--- config.mk ---
export PLATFORM = sky130hd
export DESIGN_NAME = msi_irq_ctrl
export DESIGN_NICKNAME = d
export VERILOG_FILES = /design/src/rtl/msi_ctl_pkg.sv /design/src/rtl/irq_edge_detect.sv /design/src/rtl/msi_regfile.sv /design/src/rtl/msi_deliver.sv /design/src/rtl/msi_irq_ctrl.sv
export SDC_FILE = /design/constraint.sdc
export NUM_CORES = 1
export LEC_CHECK = 0
export BUFFER_PORTS_ARGS = -buffer_cell sky130_fd_sc_hd__buf_2
export CAP_MARGIN = 5
export CORE_ASPECT_RATIO = 0.7
export CORE_MARGIN = 5
export CORE_UTILIZATION = 45
export CTS_CLUSTER_DIAMETER = 100
export CTS_CLUSTER_SIZE = 25
export DETAILED_ROUTE_END_ITERATION = 7
export PLACE_DENSITY_LB_ADDON = 0.1
export SLEW_MARGIN = 30
export SYNTH_ARGS = -nofsm -noshare
export SYNTH_HDL_FRONTEND = slang
export SYNTH_HIERARCHICAL = 1
export SYNTH_SLANG_ARGS = --single-unit
--- constraint.sdc ---
create_clock -name clk -period 2.1 [get_ports clk]
set_input_delay 0.105 -clock clk [delete_from_list [all_inputs] [get_ports clk]]
set_output_delay 0.105 -clock clk [all_outputs]
set_load 0.03 [all_outputs]
--- src/rtl/msi_ctl_pkg.sv ---
// Shared constants for the message-signalled interrupt controller.
// Assumes a word-indexed register port; indices are fixed by software.
package msi_ctl_pkg;
    localparam int REG_AW   = 3;
    localparam int DATA_W   = 32;
    localparam int BERR_BIT = 0;
    localparam int ALIGN_W  = 5;

    typedef enum logic [REG_AW-1:0] {
        RA_REQ  = 3'd0,
        RA_MASK = 3'd1,
        RA_PEND = 3'd2,
        RA_CTRL = 3'd3,
        RA_TGT  = 3'd4
    } reg_idx_e;
endpackage

--- src/rtl/irq_edge_detect.sv ---
// Synchronises NUM_IRQ asynchronous lines through SYNC_STAGES flops and
// emits a one-cycle pulse per line on each rising edge.
// Assumes SYNC_STAGES >= 2 and lines wider than one clock.
module irq_edge_detect #(
    parameter int NUM_IRQ     = 32,
    parameter int SYNC_STAGES = 2
) (
    input  logic               clk,
    input  logic               rst_n,
    input  logic [NUM_IRQ-1:0] irq_in,
    output logic [NUM_IRQ-1:0] rise
);
    logic [NUM_IRQ-1:0] sync_q [SYNC_STAGES];
    logic [NUM_IRQ-1:0] prev_q;

    // Shift the lines through the synchroniser chain and keep one history flop.
    always_ff @(posedge clk) begin
        if (!rst_n) begin
            for (int s = 0; s < SYNC_STAGES; s++) sync_q[s] <= '0;
            prev_q <= '0;
        end else begin
            sync_q[0] <= irq_in;
            for (int s = 1; s < SYNC_STAGES; s++) sync_q[s] <= sync_q[s-1];
            prev_q <= sync_q[SYNC_STAGES-1];
        end
    end

    assign rise = sync_q[SYNC_STAGES-1] & ~prev_q;

    // a line held high produces a pulse on one cycle only.
    p_one_shot_r2: assert property (@(posedge clk) disable iff (!rst_n)
        (|rise) |=> ((rise & $past(rise)) == '0));
endmodule

--- src/rtl/msi_regfile.sv ---
// Register set: request, mask, pending, control (bus-error bit) and target.
// Turns edge pulses into pending/request updates and a delivery request.
// Assumes reg_rd and reg_wr are not both set for the same index.
module msi_regfile
    import msi_ctl_pkg::*;
#(
    parameter int          NUM_IRQ   = 32,
    parameter logic [31:0] RESET_TGT = 32'hFFFB_0003
) (
    input  logic               clk,
    input  logic               rst_n,
    input  logic               reg_wr,
    input  logic               reg_rd,
    input  logic [REG_AW-1:0]  reg_addr,
    input  logic [DATA_W-1:0]  reg_wdata,
    output logic [DATA_W-1:0]  reg_rdata,
    input  logic [NUM_IRQ-1:0] rise,
    output logic               berr,
    output logic [DATA_W-1:0]  tgt,
    output logic               deliv_req
);
    logic [NUM_IRQ-1:0] req_q, mask_q, pend_q;
    logic               berr_q;
    logic [DATA_W-1:0]  tgt_q, rd_mux;
    logic [NUM_IRQ-1:0] hit;
    logic               pend_acc;

    assign hit       = rise & mask_q;
    assign deliv_req = (|hit) && !berr_q;
    assign pend_acc  = (reg_rd || reg_wr) && (reg_addr == RA_PEND);
    assign berr      = berr_q;
    assign tgt       = tgt_q;

    // Pick the addressed register, zero-extended to the bus width.
    always_comb begin
        rd_mux = '0;
        case (reg_idx_e'(reg_addr))
            RA_REQ:  rd_mux[NUM_IRQ-1:0] = req_q;
            RA_MASK: rd_mux[NUM_IRQ-1:0] = mask_q;
            RA_PEND: rd_mux[NUM_IRQ-1:0] = pend_q;
            RA_CTRL: rd_mux[BERR_BIT]    = berr_q;
            RA_TGT:  rd_mux              = tgt_q;
            default: rd_mux              = '0;
        endcase
    end

    // Pending: cleared by any access, new edges in the same cycle survive.
    always_ff @(posedge clk) begin
        if (!rst_n)        pend_q <= '0;
        else if (pend_acc) pend_q <= rise;
        else               pend_q <= pend_q | rise;
    end

    // Request: set by enabled edges only, never cleared by the register port.
    always_ff @(posedge clk) begin
        if (!rst_n) req_q <= '0;
        else        req_q <= req_q | hit;
    end

    // Plain read/write storage for mask, control flag and target.
    always_ff @(posedge clk) begin
        if (!rst_n) begin
            mask_q <= '0;
            berr_q <= 1'b0;
            tgt_q  <= RESET_TGT;
        end else if (reg_wr) begin
            case (reg_idx_e'(reg_addr))
                RA_MASK: mask_q <= reg_wdata[NUM_IRQ-1:0];
                RA_CTRL: berr_q <= reg_wdata[BERR_BIT];
                RA_TGT:  tgt_q  <= reg_wdata;
                default: ;
            endcase
        end
    end

    // Registered read data, held between reads.
    always_ff @(posedge clk) begin
        if (!rst_n)      reg_rdata <= '0;
        else if (reg_rd) reg_rdata <= rd_mux;
    end

    // request bits are never cleared after reset.
    p_req_sticky_r7: assert property (@(posedge clk) disable iff (!rst_n)
        1'b1 |=> ((~req_q & $past(req_q)) == '0));
    // an access with no new edge leaves pending empty.
    p_pend_clear_r6: assert property (@(posedge clk) disable iff (!rst_n)
        (pend_acc && rise == '0) |=> (pend_q == '0));
    // every edge lands in pending on the next cycle.
    p_pend_set_r2: assert property (@(posedge clk) disable iff (!rst_n)
        (|rise) |=> ((pend_q & $past(rise)) == $past(rise)));
endmodule

--- src/rtl/msi_deliver.sv ---
// Single-entry posted-write master. Loads address and data from the target
// register at launch and merges requests seen while busy into one flag.
// Assumes the slave may hold m_ready low for any number of cycles.
module msi_deliver
    import msi_ctl_pkg::*;
(
    input  logic              clk,
    input  logic              rst_n,
    input  logic              req,
    input  logic [DATA_W-1:0] tgt,
    input  logic              m_ready,
    output logic              m_valid,
    output logic [DATA_W-1:0] m_addr,
    output logic [DATA_W-1:0] m_data
);
    logic extra_q, launch;

    assign launch = (!m_valid && req) || (m_valid && m_ready && (extra_q || req));

    // Launch, retire or merge one delivery write.
    always_ff @(posedge clk) begin
        if (!rst_n) begin
            m_valid <= 1'b0;
            extra_q <= 1'b0;
            m_addr  <= '0;
            m_data  <= '0;
        end else if (launch) begin
            m_valid <= 1'b1;
            extra_q <= 1'b0;
            m_addr  <= {tgt[DATA_W-1:ALIGN_W], {ALIGN_W{1'b0}}};
            m_data  <= {{(DATA_W-ALIGN_W){1'b0}}, tgt[ALIGN_W-1:0]};
        end else if (m_valid && m_ready) begin
            m_valid <= 1'b0;
        end else if (m_valid && req) begin
            extra_q <= 1'b1;
        end
    end

    // a stalled write keeps its address and data.
    p_hold_r4: assert property (@(posedge clk) disable iff (!rst_n)
        (m_valid && !m_ready) |=> (m_valid && $stable(m_addr) && $stable(m_data)));
    // a write still waiting for the slave never drops.
    p_no_drop_r11: assert property (@(posedge clk) disable iff (!rst_n)
        (m_valid && !m_ready) |=> m_valid);
endmodule

--- src/rtl/msi_irq_ctrl.sv ---
// Top level: edge detection, register set and delivery master.
// Assumes irq_in lines are asynchronous and stay at each level for at least
// SYNC_STAGES+1 cycles.
module msi_irq_ctrl
    import msi_ctl_pkg::*;
#(
    parameter int          NUM_IRQ     = 32,
    parameter int          SYNC_STAGES = 2,
    parameter logic [31:0] RESET_TGT   = 32'hFFFB_0003
) (
    input  logic               clk,
    input  logic               rst_n,
    input  logic [NUM_IRQ-1:0] irq_in,
    input  logic               reg_wr,
    input  logic               reg_rd,
    input  logic [2:0]         reg_addr,
    input  logic [31:0]        reg_wdata,
    output logic [31:0]        reg_rdata,
    output logic               m_valid,
    input  logic               m_ready,
    output logic [31:0]        m_addr,
    output logic [31:0]        m_data
);
    logic [NUM_IRQ-1:0] rise;
    logic               berr, deliv_req;
    logic [DATA_W-1:0]  tgt;

    irq_edge_detect #(.NUM_IRQ(NUM_IRQ), .SYNC_STAGES(SYNC_STAGES)) u_edge (
        .clk(clk), .rst_n(rst_n), .irq_in(irq_in), .rise(rise)
    );

    msi_regfile #(.NUM_IRQ(NUM_IRQ), .RESET_TGT(RESET_TGT)) u_regs (
        .clk(clk), .rst_n(rst_n), .reg_wr(reg_wr), .reg_rd(reg_rd),
        .reg_addr(reg_addr), .reg_wdata(reg_wdata), .reg_rdata(reg_rdata),
        .rise(rise), .berr(berr), .tgt(tgt), .deliv_req(deliv_req)
    );

    msi_deliver u_dlv (
        .clk(clk), .rst_n(rst_n), .req(deliv_req), .tgt(tgt),
        .m_ready(m_ready), .m_valid(m_valid), .m_addr(m_addr), .m_data(m_data)
    );

    // with the bus-error flag set, an idle master stays idle.
    p_berr_quiet_r5: assert property (@(posedge clk) disable iff (!rst_n)
        (!m_valid && berr) |=> !m_valid);
    // delivery data never carries bits above the alignment field.
    p_data_narrow_r4: assert property (@(posedge clk) disable iff (!rst_n)
        m_valid |-> (m_data[31:ALIGN_W] == '0 && m_addr[ALIGN_W-1:0] == '0));
endmodule

==> out/results.ini, run 1 <==
[power]
peakVddDrop_mv = 0.6969
p_per_area_nw_per_um2 = 761.0
clock_power_share_pct = 30.7
switching_share_pct = 24.98
combPwrFrac_pct = 11.0
p_leak_nw = 5.283
cellInternalPower_mw = 7.478
seq_power_share_pct = 58.3
power.switching_mw = 2.490

[drt]
antenna_left = 0
firstDrtPassIters = 4
post-route-drc-count = 0
first_iter_violations = 629
viasPerCell = 5.021
vias = 8224
wl_per_cell_um = 18.73
wirelength_um = 30680

[placement]
port_buffers = 136
gp_congestion = 0.8073
place_ws_ns = -0.07346
dp_hpwl_um = 20890

[timing]
worst_slack_ns = -0.02513
hold_viol_final = 0
min_period_over_period_pct = 101.2
finClkSkew_ns = 0.02561
slew_violations = 0
max_clock_freq_mhz = 470.6
rsz0062_at_grt = yes
tightest_slew_ns = 0.6485
period_needed_ns = 2.125
slew_headroom_pct = 56.60
final.setup.tns_ns = -0.06128
setup_violations = 7

[logic_synthesis]
synth_cells = 1117
async_reset_ff_share_pct = 0
ys_warn_count = 6
avgSynthCellArea_sq_um = 9.622
mappedNetlistArea_sq_um = 10750
synth_edf_count = 0
synth.area.top_cells = dfxtp_1 54%, nand2_1 7.9%, and2_1 5.7%
synth_area_leader_cell = dfxtp_1
synth_top_cell_area_share_pct = 54.20
yosysMostFrequentCell = dfxtp_1
ys_top_cells_by_count = 291 x dfxtp_1, 227 x nand2_1, 98 x and2_1, 98 x nor2b_1, 66 x a21oi_1
ys_seq_area_share_pct = 54.20
ys_seq_elements = 291
synth_flop_cell = dfxtp_1
synth_cell_types = 35

[floorplanning]
start_util_pct = 45.58
core_area_sq_um = 23580
die_area_sq_um = 27120
design.portCount = 169
fp.dieH_um = 139.3
row_count = 47
die_w_um = 194.7

[worst_setup_path]
r2r_cells = 9
end_kind = flip-flop
critPathMaxFanout = 8
worst_r2r_endpoint = u_dlv/m_addr[17]$_SDFFE_PN0P_
regToRegSetupSlack_ns = -0.03
critPathKind = flip-flop to flip-flop
r2r_start = u_edge/sync_q[0][34]$_SDFF_PN0_
startpoint_type = flip-flop
arrival_ns = 2.55
worstPathRequired_ns = 2.53

[clocking]
clk_latency_ns = 0.50
numCtsBuffers = 15
clock-sinks = 291
htreeDepth = 1
clk_pin_slew_worst_paths_ns = 0.10
cts_tree = built
clock_tree.root_cell = clkbuf_16
clockBufferDepth = 3

[final_layout]
nets = 1393
diodes = 0
area_growth_pct = 21.87
fin_util_pct = 55.55
drive_above_1_share_pct = 19.62

[grt]
grt.total_usage_pct = 21.47
antenna_found_initial = 0
grt_max_degree = 73
overflow = 0
grt_pass1_vias = 7779
grt_first_pass_wirelength_um = 46630

[job]
maxCapViolations = 0

[min_path]
hold_depth = 2
hold_class = input pin to flip-flop
hold_path.startpoint = rst_n
whs_endpoint = u_regs/tgt[13]$_SDFFE_PN0P_

[outcome]
failed_checks = negative setup slack
outcome = finished with violations

## placed cells by master, fill, tap and decap left out, types with 2 or more instances in the layout
| cell | instances |
|---|---|
| dfxtp_1 | 281 |
| nand2_1 | 227 |
| buf_2 | 135 |
| and2_1 | 98 |
| nor2b_1 | 72 |
| dlygate4sd3_1 | 66 |
| a21oi_1 | 65 |
| buf_4 | 46 |
| a21boi_1 | 43 |
| mux2i_1 | 35 |
| a22o_1 | 34 |
| a221oi_1 | 33 |
| conb_1 | 32 |
| o21ai_0 | 32 |
| clkbuf_16 | 18 |
| nand3_1 | 18 |
| nor2b_2 | 15 |
| nor2b_4 | 12 |
| dfxtp_2 | 10 |
| buf_12 | 7 |
| a22oi_1 | 7 |
| a21boi_0 | 4 |
| nor2_1 | 3 |
| a22oi_2 | 3 |
| nor3b_4 | 3 |
| buf_6 | 2 |
| o21a_1 | 2 |
| nand4_1 | 2 |
| o211ai_1 | 2 |
## timing repair
| action | in CTS | in global routing |
|---|---|---|
| endpoints found under the hold margin | 100 | 0 |
| setup buffers | 0 | 2 |
| gates cloned | 0 | 3 |
| hold buffers | 66 | 0 |
| endpoints found under the setup margin | 32 | 33 |
| resized for setup | 3 | 51 |
| pin swaps | 0 | 7 |
## state kept, by name (all words and copies together) (netlist names)
register / flops
u_regs/mask_q: 32
u_dlv/m_valid: 1
u_regs/tgt: 32
u_edge/sync_q: 64
u_edge/prev_q: 32
u_dlv/m_data: 5
u_regs/pend_q: 32
u_regs/reg_rdata: 32
u_regs/berr: 1
u_dlv/extra_q: 1
u_regs/req_q: 32
u_dlv/m_addr: 27
## layer usage
metal / wire, um / track usage, %
met5: 0 / 0
met4: 525 / 4.068
met3: 1837 / 3.455
met2: 11870 / 28.91
met1: 16440 / 35.63
## critical path: stages (launching register included)
cell	delay, ns
dfxtp_1	0.34
nor2b_1	0.31
a22o_1	0.19
a221oi_1	0.06
a41oi_2	0.21
buf_4	0.16
a21oi_4	0.04
nor2_4	0.33
clkbuf_16	0.24
mux2i_1	0.19
## per-stage QoR
stage / area (sq um) / instances / hold slack (ns) / power, mW
after CTS: 12850 / 1634 / 0.06037 / 9.980
after global routing: 13100 / 1638 / 0.07778 / 10.36
after global placement: 11770 / 1551 / 0.3104 / 6.855
final: 13100 / 1638 / 0.06540 / 9.968
after floorplan: 10860 / 1148 / 0.2290 / 6.572
after detailed placement: 11800 / 1552 / 0.3147 / 6.871
## power by group through the flow
stage / clock network, mW / registers, mW / logic [mW]
2_1_floorplan: 0 / 5.99 / 0.585
3_3_place_gp: 0 / 5.92 / 0.931
3_5_place_dp: 0 / 5.93 / 0.942
4_1_cts: 3.14 / 5.80 / 1.04
5_1_grt: 3.34 / 5.83 / 1.18
6_report: 3.06 / 5.81 / 1.10
## cells by family after synthesis
kind of cell	share of synthesized area, %
AO/OA/AOI/OAI	14.69
multiplexers	3.260
other	0.03489
AND/OR/NAND/NOR	21.33
flip-flops	54.20
buffers and inverters	6.484
## how the worst max path moves through the flow
| stage | startpoint | endpoint | slack [ns] | cells after the start |
|---|---|---|---|---|
| 2_1_floorplan | u_edge/sync_q[0][51]$_SDFF_PN0_ | u_dlv/m_valid$_SDFFE_PN0P_ | 0.21 | 9 |
| 3_3_place_gp | u_edge/sync_q[0][51]$_SDFF_PN0_ | u_dlv/m_addr[17]$_SDFFE_PN0P_ | -0.04 | 10 |
| 3_5_place_dp | u_edge/sync_q[0][51]$_SDFF_PN0_ | u_dlv/m_addr[27]$_SDFFE_PN0P_ | -0.07 | 10 |
| 4_1_cts | u_edge/sync_q[0][51]$_SDFF_PN0_ | u_dlv/m_addr[27]$_SDFFE_PN0P_ | 0.007 | 10 |
| 5_1_grt | u_edge/sync_q[0][63]$_SDFF_PN0_ | u_dlv/m_addr[17]$_SDFFE_PN0P_ | -0.11 | 10 |
| 6_report | u_edge/sync_q[0][34]$_SDFF_PN0_ | u_dlv/m_addr[17]$_SDFFE_PN0P_ | -0.03 | 9 |
## cell type report
class / count / area [sq um]
flip-flops and latches: 291 / 5838
inverters: 1 / 3.754
clock buffers: 15 / 375.4
repair buffers: 260 / 1947
fillers: 2164 / 10480
clock inverters: 1 / 11.26
multi-input cells: 752 / 4526
well taps: 318 / 397.9
(Power assumes the default switching activity.)
==> run 2: changes to the inputs <==
CORE_UTILIZATION = 56   (was 45)
PLACE_DENSITY_LB_ADDON = 0.25   (was 0.1)
==> run 2 against run 1 <==
The run now ends clean. Cell count is 6.0% lower. Hold slack better by 0.025 ns. Clock power is 3% lower. Final area is 3.8% lower. Highest routed layer unchanged. Largest cell class unchanged.
==> out/results.ini, run 2 (same netlist as run 1, synthesis figures left out) <==
[final_layout]
most-common-layout-cells = 291 x dfxtp_1, 227 x nand2_1, 135 x buf_2
diodes = 0  ; unchanged
largest_reg_flops = 64  ; unchanged
finalNonFillerCells = 1540  ; -6.0%
nets = 1371  ; -1.6%
mostFrequentLayoutCell = dfxtp_1
num-fill-cells = 1550  ; -28%
seqCellArea_sq_um = 5826  ; -0.21%
drive_above_1_share_pct = 15.41  ; -4.2 points
multi_input_area_sq_um = 4383  ; -3.2%
fin_util_pct = 66.81  ; +11 points
largest-register = u_edge/sync_q
area_growth_pct = 17.28
finish.instance_area_sq_um = 12600  ; -3.8%

[placement]
dp_hpwl_um = 18780  ; -10%
place_ws_ns = -0.03790  ; +0.03557 ns
numPlacedInstances = 1457  ; -6.1%
gp_congestion = 0.8582  ; +6.3%
dpl-instance-area_sq_um = 11520  ; -2.3%
port_buffers = 136  ; unchanged

[clocking]
numCtsBuffers = 15  ; unchanged
clockBufferDepth = 3  ; unchanged
post_cts_buffers = 0  ; unchanged
clock-sinks = 291  ; unchanged
clock_tree.root_cell = clkbuf_16
clk_pin_slew_worst_paths_ns = 0.11  ; about the same
htreeDepth = 1  ; unchanged
cts_tree = built
clk_latency_ns = 0.50  ; about the same

[worst_setup_path]
arrival_ns = 2.38  ; -0.17 ns
slowest_stage = dfxtp_1
critPathKind = flip-flop to flip-flop
startpoint_type = flip-flop
cpPeakStageDelay_ns = 0.32  ; -0.02 ns
crit_buf_inv = 1  ; -1
worstPathRequired_ns = 2.47  ; -0.06 ns
end_kind = flip-flop
crit_path_cell_trace = nor2b_1 -> a22o_1 -> a221oi_2 -> and3_1 -> a41oi_2 -> a21oi_2 -> nor2_4 -> buf_12 -> mux2i_1
path_delay_family = compound AO/OA/AOI/OAI gates
critPathMaxFanout = 17  ; +9

[min_path]
hold_class = input pin to flip-flop

[grt]
grt_pass1_vias = 7522  ; -3.3%
antenna_found_initial = 0  ; unchanged
grt_first_pass_wirelength_um = 41860  ; -10%
grt.total_usage_pct = 23.62  ; +2.2 points
overflow = 0  ; unchanged
grt_max_degree = 105  ; +44%

[floorplanning]
die_area_sq_um = 22110  ; -18%
design.portCount = 169  ; unchanged
core_area_sq_um = 18870  ; -20%
fp.dieH_um = 125.9  ; -9.6%
start_util_pct = 56.97  ; +11 points
row_count = 42  ; -11%
die_w_um = 175.6  ; -9.8%

[timing]
rsz0062_at_grt = no
finClkSkew_ns = 0.02737  ; +0.001760 ns
setup_violations = 0  ; -7
min_period_over_period_pct = 95.46  ; -5.7 points
slew_violations = 0  ; unchanged
max_clock_freq_mhz = 498.8  ; +6.0%
holdWs_ns = 0.09087  ; +0.02546 ns
worst_slack_ns = 0.09524  ; +0.1204 ns
final.setup.tns_ns = 0  ; +0.06128 ns
tightest_slew_ns = 0.6819  ; +0.03338 ns
period_needed_ns = 2.005  ; -0.1204 ns
hold_viol_final = 0  ; unchanged
slew_headroom_pct = 54.39  ; -2.2 points

[drt]
firstDrtPassIters = 5  ; +1
wirelength_um = 27300  ; -11%
wl_per_cell_um = 17.73  ; -5.3%
vias = 8231  ; +0.085%
antenna_left = 0  ; unchanged
viasPerCell = 5.345  ; +6.5%
post-route-drc-count = 0  ; unchanged
first_iter_violations = 947  ; +51%

[power]
power.switching_mw = 2.363  ; -5.1%
p_per_area_nw_per_um2 = 775.8  ; +1.9%
cellInternalPower_mw = 7.416  ; -0.84%
p_total_mw = 9.778  ; -1.9%
p_leak_nw = 5.116  ; -3.2%
peakVddDrop_mv = 0.5362  ; -23%
combPwrFrac_pct = 10.2  ; -0.8 points
clock_power_share_pct = 30.4  ; -0.3 points
switching_share_pct = 24.16  ; -0.82 points
seq_power_share_pct = 59.4  ; +1.1 points

[job]
maxCapViolations = 0  ; unchanged

[outcome]
outcome = finished, final reports clean

-- run 2: area by class of cell --
class,count,area share (%)
Multi-Input combinational cell,752,34.77
Inverter,1,0.02978
Tap cell,242,2.402
Clock inverter,1,0.08934
Clock buffer,15,2.978
Timing Repair Buffer,238,13.51
Sequential cell,291,46.22
-- run 2: tightest hold or removal path: cells and delay by family --
kind                   cells  cell delay, ns
AND/OR/NAND/NOR            2            0.21
buffers and inverters      1            0.14
multiplexers               1            0.09
-- run 2: final timing paths --
path	start	slack, ns	endpoint	cells past startpoint
max	u_edge/sync_q[0][51]$_SDFF_PN0_	0.1	u_dlv/m_addr[23]$_SDFFE_PN0P_	9
min reg2reg	u_edge/sync_q[0][31]$_SDFF_PN0_	0.43	u_edge/sync_q[0][63]$_SDFF_PN0_	1
min	reg_wr	0.09	u_regs/berr$_SDFFE_PN0P_	4
max reg2reg	u_edge/sync_q[0][51]$_SDFF_PN0_	0.1	u_dlv/m_addr[23]$_SDFFE_PN0P_	9
-- run 2: metal layers --
metal	vias to the layer above	routed length, um	share of wire (%)	GRT usage, %
li1	4032	-	-	-
met3	25	2473	9.1	3.565
met1	3825	13290	49	37.77
met2	349	11230	41	34.13
met4	0	306	1.1	3.941
met5	-	0	0	0
-- run 2: power by group through the flow --
stage	clock (mW)	combinational [mW]	sequential, mW
floorplan	0	0.585	5.99
global placement	0	0.877	5.92
detailed placement	0	0.888	5.93
CTS	3.03	0.987	5.80
global route	3.23	1.08	5.83
finish	2.97	0.999	5.81
-- run 2: what timing repair did --
item                                    in CTS  in global routing
hold endpoints to repair                   100                  0
resized for setup                            2                  3
endpoints found under the setup margin      32                 32
hold buffers                                67                  0
